===== src/rtl/gpio_dp_pkg.sv =====
package gpio_dp_pkg;

  // Kind of bus access seen in the current cycle.
  typedef enum logic [2:0] {
    ACC_IDLE    = 3'd0,
    ACC_RD_HIT  = 3'd1,
    ACC_WR_HIT  = 3'd2,
    ACC_RD_MISS = 3'd3,
    ACC_WR_MISS = 3'd4
  } acc_kind_e;

  localparam int unsigned DEF_SYNC_STAGES = 2;
  localparam int unsigned MASK_LSB        = 2;

endpackage


===== src/rtl/gpio_win_decode.sv =====
module gpio_win_decode
  import gpio_dp_pkg::*;
#(
  parameter int unsigned NPIN   = 8,
  parameter int unsigned ADDR_W = 12
) (
  input  logic              acc_en,
  input  logic              acc_wr,
  input  logic [ADDR_W-1:0] acc_addr,
  output acc_kind_e         kind_o,
  output logic [NPIN-1:0]   mask_o
);

  localparam int unsigned MASK_MSB = MASK_LSB + NPIN - 1;

  logic in_win;
  logic addr_unused;

  // Upper offset bits must be zero to land in the aliased window.
  generate
    if (ADDR_W > MASK_MSB + 1) begin : g_upper
      assign in_win = (acc_addr[ADDR_W-1:MASK_MSB+1] == '0);
    end else begin : g_full
      assign in_win = 1'b1;
    end
  endgenerate

  assign mask_o      = acc_addr[MASK_MSB:MASK_LSB];
  assign addr_unused = ^acc_addr[MASK_LSB-1:0];

  always_comb begin
    kind_o = ACC_IDLE;
    if (acc_en) begin
      if (acc_wr) kind_o = in_win ? ACC_WR_HIT : ACC_WR_MISS;
      else        kind_o = in_win ? ACC_RD_HIT : ACC_RD_MISS;
    end
  end

endmodule


===== src/rtl/gpio_sync_chain.sv =====
module gpio_sync_chain #(
  parameter int unsigned W      = 8,
  parameter int unsigned STAGES = 2
) (
  input  logic         clk,
  input  logic         rst_n,
  input  logic [W-1:0] d_i,
  output logic [W-1:0] q_o
);

  logic [W-1:0] stage_q [STAGES];
  logic [W-1:0] stage_d [STAGES];

  generate
    for (genvar s = 0; s < STAGES; s++) begin : g_stage
      if (s == 0) begin : g_first
        assign stage_d[s] = d_i;
      end else begin : g_next
        assign stage_d[s] = stage_q[s-1];
      end

      always_ff @(posedge clk or negedge rst_n) begin
        if (!rst_n) stage_q[s] <= '0;
        else        stage_q[s] <= stage_d[s];
      end
    end
  endgenerate

  assign q_o = stage_q[STAGES-1];

endmodule


===== src/rtl/gpio_data_reg.sv =====
module gpio_data_reg
  import gpio_dp_pkg::*;
#(
  parameter int unsigned NPIN = 8
) (
  input  logic            clk,
  input  logic            rst_n,
  input  acc_kind_e       kind_i,
  input  logic [NPIN-1:0] mask_i,
  input  logic [NPIN-1:0] wdata_i,
  input  logic [NPIN-1:0] dir_i,
  input  logic [NPIN-1:0] smp_i,
  output logic [NPIN-1:0] data_q
);

  logic            wr_hit;
  logic [NPIN-1:0] data_d;
  logic [NPIN-1:0] ld_en;

  assign wr_hit = (kind_i == ACC_WR_HIT);

  generate
    for (genvar i = 0; i < NPIN; i++) begin : g_bit
      // Input pins load the sampled level every cycle.
      // Output pins load only on a masked write.
      always_comb begin
        ld_en[i]  = !dir_i[i] || (wr_hit && mask_i[i]);
        data_d[i] = dir_i[i] ? wdata_i[i] : smp_i[i];
      end

      always_ff @(posedge clk or negedge rst_n) begin
        if (!rst_n)        data_q[i] <= 1'b0;
        else if (ld_en[i]) data_q[i] <= data_d[i];
      end
    end
  endgenerate

  // output bits move only where a window write selected them
  a_r3_write_scope: assert property (@(posedge clk) disable iff (!rst_n)
    rst_n |=> (((data_q ^ $past(data_q)) & $past(dir_i) &
                ~($past(wr_hit) ? $past(mask_i) : '0)) == '0));

  // input bits follow the synchronised level one edge later
  a_r5_input_tracks: assert property (@(posedge clk) disable iff (!rst_n)
    rst_n |=> ((data_q & ~$past(dir_i)) == ($past(smp_i) & ~$past(dir_i))));

endmodule


===== src/rtl/gpio_chg_detect.sv =====
module gpio_chg_detect #(
  parameter int unsigned NPIN = 8
) (
  input  logic            clk,
  input  logic            rst_n,
  input  logic [NPIN-1:0] smp_i,
  input  logic [NPIN-1:0] dir_i,
  output logic [NPIN-1:0] chg_q
);

  logic [NPIN-1:0] prev_q;
  logic [NPIN-1:0] chg_d;

  always_comb chg_d = (smp_i ^ prev_q) & ~dir_i;

  always_ff @(posedge clk or negedge rst_n) begin
    if (!rst_n) begin
      prev_q <= '0;
      chg_q  <= '0;
    end else begin
      prev_q <= smp_i;
      chg_q  <= chg_d;
    end
  end

  // a pulse never lasts two cycles while the sampled level holds still
  a_r7_single_pulse: assert property (@(posedge clk) disable iff (!rst_n)
    ((chg_q != '0) && (smp_i == prev_q)) |=> (chg_q == '0));

endmodule


===== src/rtl/gpio_masked_port.sv =====
module gpio_masked_port
  import gpio_dp_pkg::*;
#(
  parameter int unsigned NPIN        = 8,
  parameter int unsigned ADDR_W      = 12,
  parameter int unsigned SYNC_STAGES = DEF_SYNC_STAGES
) (
  input  logic              clk,
  input  logic              rst_n,
  input  logic [NPIN-1:0]   dir_i,
  input  logic [NPIN-1:0]   pin_i,
  output logic [NPIN-1:0]   pin_o,
  input  logic              acc_en,
  input  logic              acc_wr,
  input  logic [ADDR_W-1:0] acc_addr,
  input  logic [NPIN-1:0]   acc_wdata,
  output logic [NPIN-1:0]   acc_rdata,
  output logic [NPIN-1:0]   data_o,
  output logic [NPIN-1:0]   in_chg_o
);

  acc_kind_e       kind;
  logic [NPIN-1:0] mask;
  logic [NPIN-1:0] smp;
  logic [NPIN-1:0] data_q;
  logic [NPIN-1:0] rdata_d;
  logic            rdata_en;

  gpio_win_decode #(.NPIN(NPIN), .ADDR_W(ADDR_W)) u_dec (
    .acc_en   (acc_en),
    .acc_wr   (acc_wr),
    .acc_addr (acc_addr),
    .kind_o   (kind),
    .mask_o   (mask)
  );

  gpio_sync_chain #(.W(NPIN), .STAGES(SYNC_STAGES)) u_sync (
    .clk   (clk),
    .rst_n (rst_n),
    .d_i   (pin_i),
    .q_o   (smp)
  );

  gpio_data_reg #(.NPIN(NPIN)) u_data (
    .clk     (clk),
    .rst_n   (rst_n),
    .kind_i  (kind),
    .mask_i  (mask),
    .wdata_i (acc_wdata),
    .dir_i   (dir_i),
    .smp_i   (smp),
    .data_q  (data_q)
  );

  gpio_chg_detect #(.NPIN(NPIN)) u_chg (
    .clk   (clk),
    .rst_n (rst_n),
    .smp_i (smp),
    .dir_i (dir_i),
    .chg_q (in_chg_o)
  );

  // Output pins drive their data bit, input pins float high.
  generate
    for (genvar i = 0; i < NPIN; i++) begin : g_pad
      assign pin_o[i] = dir_i[i] ? data_q[i] : 1'b1;
    end
  endgenerate

  assign data_o = data_q;

  // Registered read data with an explicit load enable.
  always_comb begin
    rdata_en = (kind == ACC_RD_HIT) || (kind == ACC_RD_MISS);
    rdata_d  = (kind == ACC_RD_HIT) ? (data_q & mask) : '0;
  end

  always_ff @(posedge clk or negedge rst_n) begin
    if (!rst_n)        acc_rdata <= '0;
    else if (rdata_en) acc_rdata <= rdata_d;
  end

  // bits outside the address mask read as zero
  a_r2_read_masked: assert property (@(posedge clk) disable iff (!rst_n)
    (acc_en && !acc_wr && acc_addr < ADDR_W'(4 << NPIN)) |=>
      ((acc_rdata & ~$past(mask)) == '0));

  // a read outside the window returns zero
  a_r8_miss_read_zero: assert property (@(posedge clk) disable iff (!rst_n)
    (acc_en && !acc_wr && acc_addr >= ADDR_W'(4 << NPIN)) |=> (acc_rdata == '0));

  // a write outside the window leaves the register alone
  a_r8_miss_write_inert: assert property (@(posedge clk) disable iff (!rst_n)
    (acc_en && acc_wr && acc_addr >= ADDR_W'(4 << NPIN) && dir_i == '1) |=>
      $stable(data_o));

  // without a read access the read data holds
  a_r2_rdata_hold: assert property (@(posedge clk) disable iff (!rst_n)
    !(acc_en && !acc_wr) |=> $stable(acc_rdata));

endmodule


===== config.mk =====
export PLATFORM = sky130hd
export DESIGN_NAME = gpio_masked_port
export DESIGN_NICKNAME = d
export VERILOG_FILES = /design/src/rtl/gpio_dp_pkg.sv /design/src/rtl/gpio_win_decode.sv /design/src/rtl/gpio_sync_chain.sv /design/src/rtl/gpio_data_reg.sv /design/src/rtl/gpio_chg_detect.sv /design/src/rtl/gpio_masked_port.sv
export SDC_FILE = /design/constraint.sdc
export NUM_CORES = 1
export LEC_CHECK = 0
export ABC_CLOCK_PERIOD_IN_PS = 1400
export CAP_MARGIN = 40
export CORE_MARGIN = 5
export CORE_UTILIZATION = 35
export DETAILED_ROUTE_END_ITERATION = 12
export GPL_ROUTABILITY_DRIVEN = 0
export PLACE_DENSITY = 0.8
export SLEW_MARGIN = 20
export SYNTH_ARGS = -nofsm -noshare
export SYNTH_HDL_FRONTEND = slang
export SYNTH_SLANG_ARGS = --single-unit

===== constraint.sdc =====
create_clock -name clk -period 1.4 [get_ports clk]
set_clock_uncertainty 0.05 [all_clocks]
set_input_delay 0.35 -clock clk [delete_from_list [all_inputs] [get_ports clk]]
set_output_delay 0.35 -clock clk [all_outputs]
set_load 0.1 [all_outputs]

==> results.cfg <==
[run_status]
outcome = complete, but fails checks
violations = negative setup slack

[cells_and_area]
nNetsFinal = 292
num-fill-cells = 337
fin_area_um2 = 3340
utilization_pct = 70.7
area_growth_pct = 95.0
drive_gt1_share_pct = 38.1
instances_no_fill = 319
num_antenna_cells = 0

[yosys]
synth_fa_ha_area_share_pct = 0.731
ys_warn_count = 0
yosysUniqueCellTypes = 15
synth_area_leaders = dfrtp_1, nand3_1, o21ai_0, xnor2_1, nor2_1
synth_top_family_by_area = simple AND/OR/NAND/NOR gates
synth_area_leader_cell = dfrtp_1
synth_top_area_share_pct = 70.2
synth_nets = 185
synth_xor_area_share_pct = 4.09
ys_ff_latch = 48
synth_mux_area_share_pct = 0
ys_seq_area_share_pct = 70.2
yosys.area_share.simple_pct = 14.9
syn_inst = 144
syn_area_per_cell_um2 = 11.9
syn_area_um2 = 1710
synth-compound-area-share_pct = 7.60

[placement]
post-place-cells = 295
dp_hpwl_um = 3530
place_ws_ns = -0.657
placed_area_um2 = 3050
io_buffers = 69

[detailed_routing]
drc = 0
wl_met3_um = 329
vias = 1481
antenna_left = 0
initialDrtViolationCount = 55
dr.pass1.iters = 4
wl_per_cell_um = 14.6
wl_met2_um = 2530
highest_layer = met4
viasPerCell = 4.64
finalWirelength_um = 4640
wl_met1_um = 1740

[worst_hold_path]
hp-class = flip-flop to flip-flop
whs_path_depth = 0

[power_and_ir_drop]
power.density_nw_per_um2 = 1200
vdd_drop_max_uv = 637
p_leak_nw = 1.50

[timing]
slew_viol_final = 0
hold_viol_final = 0
setup_viol = 17
slew_headroom_pct = 83.2
fmax_mhz = 657
fin_crit_ns = 1.52
grt_setup_unrepaired = true
final.setup.worst_slack_ns = -0.122
finalCritPeriodShare_pct = 109
max_slew.worst_pin.slew_ns = 0.252
hold_ws_ns = 0.300

[setup_path]
endpoint_kind = output pin
required_ns = 1.00
cp.arrival_ns = 1.12
crit_path_start_kind = input port
critPathKind = input port to output pin
path_max_fanout = 2
r2r_cells = 5

[clock_tree]
clock_path_buffers = 2
cts_htree_levels = 2
ctsRootBufferMaster = clkbuf_8
cts_sinks = 48
numCtsBuffers = 5
cts_tree = done
clock_latency_ns = 0.29
clkTransAtPathRegs_ns = 0.08

[job]
maxCapViolCount = 0

[floorplanning]
core-area_um2 = 4720
num_io_pins = 72
die_h_um = 79.9
rows = 25
floorplan.initialDensity_pct = 36.2
dieArea_um2 = 6390
die_x_um = 79.9

[global_routing]
gr-total-overflow = 0
antenna_found_initial = 0
grt_pass1_vias = 1652
grt_max_degree = 49
grt_pass1_wl_um = 7510
grtUsageTotal_pct = 15.4
[synth_stat cells]
| master | number |
|---|---|
| buf_2 | 1 |
| ha_1 | 1 |
| and4b_1 | 1 |
| nand4b_1 | 1 |
| a31oi_1 | 8 |
| xnor2_1 | 8 |
| nand2b_1 | 9 |
| nand3_1 | 16 |
| dfrtp_1 | 48 |
| or2_2 | 1 |
| inv_1 | 8 |
| buf_4 | 1 |
| o21ai_0 | 16 |
| nor2_1 | 17 |
| nand2_1 | 8 |
[area by class of cell]
class                           instances  area [um2]  share of cell area [%]
Multi-Input combinational cell         86         556                    16.6
Sequential cell                        48        1230                    36.9
Inverter                                8        30.0                   0.900
Clock buffer                            7        96.3                    2.89
Tap cell                               67        83.8                    2.51
Clock inverter                          1        30.0                   0.900
Timing Repair Buffer                  102        1310                    39.3
[what timing repair did]
| item | CTS | global route |
|---|---|---|
| pin swaps | 6 | 3 |
| gates resized for setup | 24 | 5 |
| buffers inserted | 14 | 1 |
| setup endpoints to repair | 26 | 23 |
| hold buffers | 1 | 0 |
| hold endpoints to repair | 48 | 0 |
[kinds of logic after synthesis]
logic type,count (synthesis)
AOI/OAI and AO/OA,24
xor gates and xnor gates,8
adders and majority gates,1
buffers and inverters,10
DFF,48
and+or+nand+nor,53
[per-stage QoR]
| stage | total power, mW | setup TNS, ns |
|---|---|---|
| floorplan | 2.27 | -0.675 |
| global placement | 2.85 | -9.05 |
| detailed placement | 2.88 | -9.94 |
| CTS | 4.03 | -1.68 |
| global route | 4.15 | -2.15 |
| finish | 3.99 | -1.49 |
[layout by cell type (no fill, tap or decap)]
master and n:
clkbuf_8 7, nand3_1 14, dlygate4sd2_1 7, a31oi_1 8, nand3_2 2, dfrtp_4 8, nor2_2 1, nand2b_1 1
dlygate4sd3_1 1, bufinv_16 1, nand4b_1 1, inv_1 8, buf_4 21, and4b_1 1, dfrtp_1 40, buf_6 9
o21ai_1 5, nand2_1 8, or2_4 1, nand2b_4 8, buf_2 2, o21ai_0 11, ha_4 1, xnor2_1 8
buf_12 35, nor2_1 16, clkdlybuf4s50_1 27
[path summary, 6_finish.rpt]
path / startpoint / to / slack, ns
min reg2reg: u_sync.stage_d[0] / u_sync.q_o[0] / 0.30
max reg2reg: u_data.data_q[3] / u_data.data_q[3] / 0.21
min: u_sync.stage_d[0] / u_sync.q_o[0] / 0.30
max: dir_i[7] / pin_o[7] / -0.12
min in group asynchronous: rst_n / u_chg.prev_q[6] / 0.51
max in group asynchronous: rst_n / u_data.data_q[2] / 0.55
[flip-flops by register name, summed over array words and instances, names as in the netlist]
register and flops:
u_sync.q_o 8, u_sync.stage_d 8, u_chg.prev_q 8, u_chg.chg_q 8, acc_rdata 8, u_data.data_q 8
[worst max-delay path: stages]
cell             delay [ns]
clkdlybuf4s50_1        0.53
nand2b_4               0.07
buf_12                 0.16
[power breakdown]
group          switching [mW]  total, mW  internal (mW)
clock                   0.436       1.07          0.630
sequential             0.0785       1.57           1.49
combinational           0.786       1.35          0.568
[layer usage]
metal	GRT usage (%)	vias to the layer above
li1	-	692
met1	16.8	727
met2	29.1	57
met3	4.51	5
met4	3.55	0
met5	0	-
(Power assumes the default switching activity.)
